### src/rtl/xfer_pkg.sv
package xfer_pkg;
  typedef enum logic [1:0] {
    RX_NONE     = 2'd0,
    RX_ACTIVATE = 2'd1,
    RX_SUSPEND  = 2'd2,
    RX_ABORT    = 2'd3
  } react_e;
endpackage

### src/rtl/xfer_addr_gen.sv
module xfer_addr_gen #(
  parameter int ADDR_W = 32,
  parameter int INC_W  = 8
) (
  input  logic              clk,
  input  logic              rst_n,
  input  logic              load,
  input  logic [ADDR_W-1:0] base,
  input  logic [INC_W-1:0]  inc,
  input  logic              step,
  output logic [ADDR_W-1:0] addr
);
  logic [INC_W-1:0] inc_q;

  // Unsigned step, wraps modulo 2^ADDR_W.
  function automatic logic [ADDR_W-1:0] next_addr(input logic [ADDR_W-1:0] a,
                                                  input logic [INC_W-1:0] s);
    return a + ADDR_W'(s);
  endfunction

  always_ff @(posedge clk) begin
    if (!rst_n) begin
      addr  <= '0;
      inc_q <= '0;
    end else if (load) begin
      addr  <= base;
      inc_q <= inc;
    end else if (step) begin
      addr  <= next_addr(addr, inc_q);
    end
  end
endmodule

### src/rtl/xfer_buf.sv
module xfer_buf #(
  parameter int DATA_W = 32
) (
  input  logic              clk,
  input  logic              rst_n,
  input  logic              clr,
  input  logic              load,
  input  logic              drain,
  input  logic [DATA_W-1:0] din,
  output logic              full,
  output logic [DATA_W-1:0] dout
);
  always_ff @(posedge clk) begin
    if (!rst_n) begin
      full <= 1'b0;
      dout <= '0;
    end else if (clr) begin
      full <= 1'b0;
    end else begin
      if (load) begin
        full <= 1'b1;
        dout <= din;
      end else if (drain) begin
        full <= 1'b0;
      end
    end
  end
endmodule

### src/rtl/xfer_ctrl.sv
module xfer_ctrl
  import xfer_pkg::*;
#(
  parameter int CNT_W = 16
) (
  input  logic             clk,
  input  logic             rst_n,
  input  logic             start,
  input  logic [CNT_W-1:0] count,
  input  logic             cond_en,
  input  logic [1:0]       react,
  input  logic             cond_in,
  input  logic             host_abort,
  input  logic             buf_full,
  input  logic             rd_ready,
  input  logic             wr_ready,
  output logic             busy,
  output logic             rd_req,
  output logic             wr_req,
  output logic             rd_fire,
  output logic             wr_fire,
  output logic             ev_stop,
  output logic             ev_pause,
  output logic             done,
  output logic             aborted
);
  react_e           react_q;
  logic             cen_q, armed_q, endless_q;
  logic [CNT_W-1:0] rd_left, wr_left;
  logic             cond_hit, waiting, reads_left, last_wr;

  always_comb begin
    cond_hit   = busy && cen_q && cond_in;
    ev_stop    = busy && (host_abort || (cond_hit && react_q == RX_ABORT));
    ev_pause   = cond_hit && react_q == RX_SUSPEND;
    waiting    = cen_q && react_q == RX_ACTIVATE && !armed_q && !cond_in;
    reads_left = endless_q || rd_left != '0;
    wr_req     = busy && buf_full && !ev_stop && !ev_pause;
    wr_fire    = wr_req && wr_ready;
    rd_req     = busy && reads_left && !ev_stop && !ev_pause && !waiting
                 && (!buf_full || wr_fire);
    rd_fire    = rd_req && rd_ready;
    last_wr    = wr_fire && !endless_q && wr_left == CNT_W'(1);
  end

  always_ff @(posedge clk) begin
    if (!rst_n) begin
      busy      <= 1'b0;
      done      <= 1'b0;
      aborted   <= 1'b0;
      react_q   <= RX_NONE;
      cen_q     <= 1'b0;
      armed_q   <= 1'b0;
      endless_q <= 1'b0;
      rd_left   <= '0;
      wr_left   <= '0;
    end else begin
      done <= 1'b0;
      if (start) begin
        busy      <= 1'b1;
        aborted   <= 1'b0;
        react_q   <= react_e'(react);
        cen_q     <= cond_en;
        armed_q   <= 1'b0;
        endless_q <= count == '0;
        rd_left   <= count;
        wr_left   <= count;
      end else if (busy) begin
        if (ev_stop) begin
          busy    <= 1'b0;
          aborted <= 1'b1;
        end else begin
          if (cond_in) armed_q <= 1'b1;
          if (rd_fire && !endless_q) rd_left <= rd_left - CNT_W'(1);
          if (wr_fire && !endless_q) wr_left <= wr_left - CNT_W'(1);
          if (last_wr) begin
            busy <= 1'b0;
            done <= 1'b1;
          end
        end
      end
    end
  end
endmodule

### src/rtl/xfer_engine.sv
module xfer_engine
  import xfer_pkg::*;
#(
  parameter int ADDR_W = 32,
  parameter int DATA_W = 32,
  parameter int INC_W  = 8,
  parameter int CNT_W  = 16
) (
  input  logic              clk,
  input  logic              rst_n,
  input  logic              cmd_valid,
  output logic              cmd_ready,
  input  logic [ADDR_W-1:0] cmd_src,
  input  logic [ADDR_W-1:0] cmd_dst,
  input  logic [INC_W-1:0]  cmd_src_inc,
  input  logic [INC_W-1:0]  cmd_dst_inc,
  input  logic [CNT_W-1:0]  cmd_count,
  input  logic              cmd_cond_en,
  input  logic [1:0]        cmd_react,
  input  logic              cond_in,
  input  logic              host_abort,
  output logic              rd_valid,
  output logic [ADDR_W-1:0] rd_addr,
  input  logic              rd_ready,
  input  logic [DATA_W-1:0] rd_data,
  output logic              wr_valid,
  output logic [ADDR_W-1:0] wr_addr,
  output logic [DATA_W-1:0] wr_data,
  input  logic              wr_ready,
  output logic              busy,
  output logic              done,
  output logic              aborted
);
  logic start, rd_fire, wr_fire, buf_full, ev_stop, ev_pause;

  assign cmd_ready = !busy;
  assign start     = cmd_valid && !busy;

  xfer_ctrl #(.CNT_W(CNT_W)) i_ctrl (
    .clk(clk), .rst_n(rst_n), .start(start), .count(cmd_count),
    .cond_en(cmd_cond_en), .react(cmd_react), .cond_in(cond_in),
    .host_abort(host_abort), .buf_full(buf_full), .rd_ready(rd_ready),
    .wr_ready(wr_ready), .busy(busy), .rd_req(rd_valid), .wr_req(wr_valid),
    .rd_fire(rd_fire), .wr_fire(wr_fire), .ev_stop(ev_stop),
    .ev_pause(ev_pause), .done(done), .aborted(aborted)
  );

  xfer_addr_gen #(.ADDR_W(ADDR_W), .INC_W(INC_W)) i_src (
    .clk(clk), .rst_n(rst_n), .load(start), .base(cmd_src),
    .inc(cmd_src_inc), .step(rd_fire), .addr(rd_addr)
  );

  xfer_addr_gen #(.ADDR_W(ADDR_W), .INC_W(INC_W)) i_dst (
    .clk(clk), .rst_n(rst_n), .load(start), .base(cmd_dst),
    .inc(cmd_dst_inc), .step(wr_fire), .addr(wr_addr)
  );

  xfer_buf #(.DATA_W(DATA_W)) i_buf (
    .clk(clk), .rst_n(rst_n), .clr(start || ev_stop), .load(rd_fire),
    .drain(wr_fire), .din(rd_data), .full(buf_full), .dout(wr_data)
  );
endmodule

### config.mk
export PLATFORM = sky130hd
export DESIGN_NAME = xfer_engine
export DESIGN_NICKNAME = d
export VERILOG_FILES = /design/src/rtl/xfer_pkg.sv /design/src/rtl/xfer_addr_gen.sv /design/src/rtl/xfer_buf.sv /design/src/rtl/xfer_ctrl.sv /design/src/rtl/xfer_engine.sv
export SDC_FILE = /design/constraint.sdc
export NUM_CORES = 1
export LEC_CHECK = 0
export BUFFER_PORTS_ARGS = -buffer_cell sky130_fd_sc_hd__buf_2
export CORE_MARGIN = 2
export CORE_UTILIZATION = 25
export CTS_CLUSTER_SIZE = 25
export DETAILED_ROUTE_END_ITERATION = 7
export HOLD_SLACK_MARGIN = 0.02
export SETUP_SLACK_MARGIN = 0.5
export SYNTH_ARGS = -nofsm -noshare
export SYNTH_HDL_FRONTEND = slang
export SYNTH_SLANG_ARGS = --single-unit
### constraint.sdc
create_clock -name clk -period 5.15 [get_ports clk]
set_input_delay 0.2575 -clock clk [delete_from_list [all_inputs] [get_ports clk]]
set_output_delay 0.2575 -clock clk [all_outputs]
set_load 0.03 [all_outputs]
==> impl_metrics.py <==
metrics = {
    "finish": {
        "fill_cells": 3407,
        "instances_no_fill": 1657,
        "seqCellArea_sq_mm": 0.00306,
        "stdcell_area_sq_mm": 0.0102,
        "area_growth_pct": 26.3,
        "multi_input_area_sq_mm": 0.00466,
        "final_layout_size_suffix_gt1_share_pct": 24.3,
        "layout.nets": 1400,
    },
    "floorplan": {
        "core.rowCount": 65,
        "fp.dieH_um": 184,
        "core-area_sq_mm": 0.0316,
        "die_area_sq_mm": 0.0337,
        "die_w_um": 184,
        "pin_count": 240,
        "initial_core_util_pct": 25.5,
    },
    "yosys": {
        "synth_area_sq_mm": 0.00807,
        "yosysTopAreaCellShare_pct": 38.0,
        "synth_cell_types": 74,
        "syn_nets": 1194,
        "synth-seq-cells": 153,
        "synth_area_per_cell_sq_um": 7.80,
        "ys_top_cells_by_count": "nand2_1, dfxtp_1, a21oi_1",
        "synth-async-reset-ratio_pct": 0,
        "yosysWarnings": 0,
        "yosysTopAreaCell": "dfxtp_1",
        "synth_edf_count": 0,
        "synth.area.top_cells": "dfxtp_1, nand2_1, a21oi_1",
        "syn_inst": 1034,
        "synth_most_common_cell": "nand2_1",
        "yosysSeqAreaShare_pct": 38.0,
        "ys.flop_type": "dfxtp_1",
    },
    "drt": {
        "drc": 0,
        "first_pass_iters": 7,
        "wirelength_mm": 27.4,
        "post_drt_wl_per_cell_um": 16.5,
        "routed-via-count": 8452,
        "drtAntennaViolNets": 0,
        "drt_iter0_drc": 525,
        "route.detailed.vias_per_inst": 5.10,
    },
    "worst_setup_path": {
        "crit_arrival_ns": 3.42,
        "r2r_cells": 6,
        "critPathKind": "register to register",
        "critical_path_required_ns": 5.53,
        "reg2reg_slack_ns": 2.11,
        "endpoint_kind": "register",
        "startpoint_type": "register",
        "critical_path.max_fanout": 49,
    },
    "pwr": {
        "pwr-share-seq_pct": 42.7,
        "pwr-share-clk_pct": 39.0,
        "fin_total_pwr_w": 0.00313,
        "switchingPower_w": 0.000979,
        "p_int_w": 0.00215,
        "p_leak_nw": 4.01,
        "swShare_pct": 31.3,
        "powerDensity_mw_per_mm2": 307,
        "vdd_ir_drop_max_v": 0.000197,
        "p_comb_share_pct": 18.3,
    },
    "sta": {
        "maxSlewViolCount": 0,
        "tns_ns": 0,
        "worstMarginPinSlew_ns": 1.14,
        "rsz0062_at_grt": "false",
        "fin_crit_ns": 3.04,
        "setup_violations": 0,
        "relSlewSlack_pct": 23.6,
        "period_share_pct": 59.1,
        "fin_worst_skew_ns": 0.00984,
        "max_freq_mhz": 328,
        "hold_violations": 0,
    },
    "clocking": {
        "h-tree-depth": 4,
        "cts_tree": "built",
        "cts_setup_buffers": 0,
        "post_cts_resize_count": 0,
        "hold_buffers": 0,
        "clock_latency_ns": 0.43,
        "cts_buffers": 17,
        "clock_path_buffers": 2,
        "clock-root-buffer": "clkbuf_16",
        "clock-sinks": 153,
        "clk_pin_slew_worst_paths_ns": 0.07,
    },
    "global_route": {
        "grt_first_pass_wirelength_mm": 43.0,
        "overflow": 0,
        "grt_use_total_pct": 16.2,
        "grt_pass1_vias": 8077,
        "grt_max_degree": 83,
        "antenna_found_initial": 6,
    },
    "place": {
        "hpwlAfterDp_mm": 19.5,
        "place_inst": 1623,
        "gp_congestion": 0.843,
        "placed_area_sq_mm": 0.00962,
        "io_buffers": 239,
    },
    "min_path": {
        "hp-class": "input pin to register",
        "hold_depth": 3,
    },
    "run_status": {
        "outcome": "finished, final reports clean",
    },
    "job": {
        "cap_violations": 0,
    },
}
## layer usage
metal	up-vias	track usage, %	wire [um]
met5	-	0	57
met3	33	4.62	1990
met1	3945	21.3	12600
met4	8	5.70	440
met2	276	25.2	12300
li1	4190	-	-
## layout by cell type, fill, tap and decap left out, types with 8 or more instances in the layout
master / Yosys / final
a211oi_1: 31 / 31
a21oi_1: 106 / 106
a31oi_1: 17 / 17
and3_1: 15 / 15
buf_2: 12 / 239
buf_4: 0 / 13
clkbuf_16: 0 / 17
dfxtp_1: 153 / 153
ha_1: 20 / 20
inv_1: 27 / 27
nand2_1: 179 / 178
nand3_1: 34 / 33
nand4_1: 16 / 16
nor2_1: 59 / 59
nor3_1: 33 / 32
nor3b_1: 8 / 8
nor4_1: 20 / 20
o211ai_1: 9 / 9
o21ai_0: 63 / 63
o31ai_1: 8 / 8
or3_1: 13 / 13
or4_1: 11 / 11
xnor2_1: 33 / 33
## critical path, cell delays in order, from the launching register on
cell	delay, ns
dfxtp_1	0.48
nand2b_1	0.15
nor2_2	0.17
and3_1	0.33
nand3_2	0.92
or4_1	0.83
nand3_1	0.10
## state kept, by name (all words and copies together) (netlist names), 2 cells and up
register	count
i_ctrl.react_q	2
i_src.addr	32
i_dst.inc_q	8
i_ctrl.rd_left	16
i_src.inc_q	8
i_buf.dout	32
i_ctrl.wr_left	16
i_dst.addr	32
## final cells by class
class                   count  share of cell area (%)
inverters                  28                    1.03
clock buffers              21                    4.52
clock inverters            11                   0.970
diodes                      2                  0.0491
repair buffers            252                    12.7
flip-flops and latches    153                    30.1
multi-input cells         788                    45.7
well taps                 402                    4.94
## logic make-up after synthesis
| kind of cell | synth area share (%) |
|---|---|
| compound gates | 22.6 |
| xor+xnor | 4.02 |
| fa+ha+maj | 3.60 |
| buf+inv | 4.61 |
| flops | 38.0 |
| mux | 0.915 |
| simple gates | 26.3 |
## final timing paths
kind | from | endpoint
setup / recovery | i_ctrl.busy | i_src.addr[21]
setup reg to reg | i_ctrl.busy | i_src.addr[21]
hold reg to reg | i_buf.dout[8] | i_buf.dout[8]
hold / removal | rd_data[30] | i_buf.dout[30]
## power groups by stage
stage	combinational, W	clock [W]	sequential [W]
4_1_cts	0.000575	0.00127	0.00134
6_report	0.000572	0.00122	0.00134
5_1_grt	0.000634	0.00132	0.00135
3_5_place_dp	0.000573	0	0.00136
3_3_place_gp	0.000567	0	0.00136
2_1_floorplan	0.000294	0	0.00144
## through the flow
stage / hold WS, ns / setup slack (ns) / utilization [%]
6_report: 0.0598 / 2.11 / 32.2
5_1_grt: 0.0414 / 1.80 / 32.2
4_1_cts: 0.0296 / 2.06 / 32.2
3_5_place_dp: 0.446 / 2.09 / 30.4
3_3_place_gp: 0.438 / 2.15 / 30.4
2_1_floorplan: 0.390 / 2.41 / -
Power figures use the tool's default switching activity.
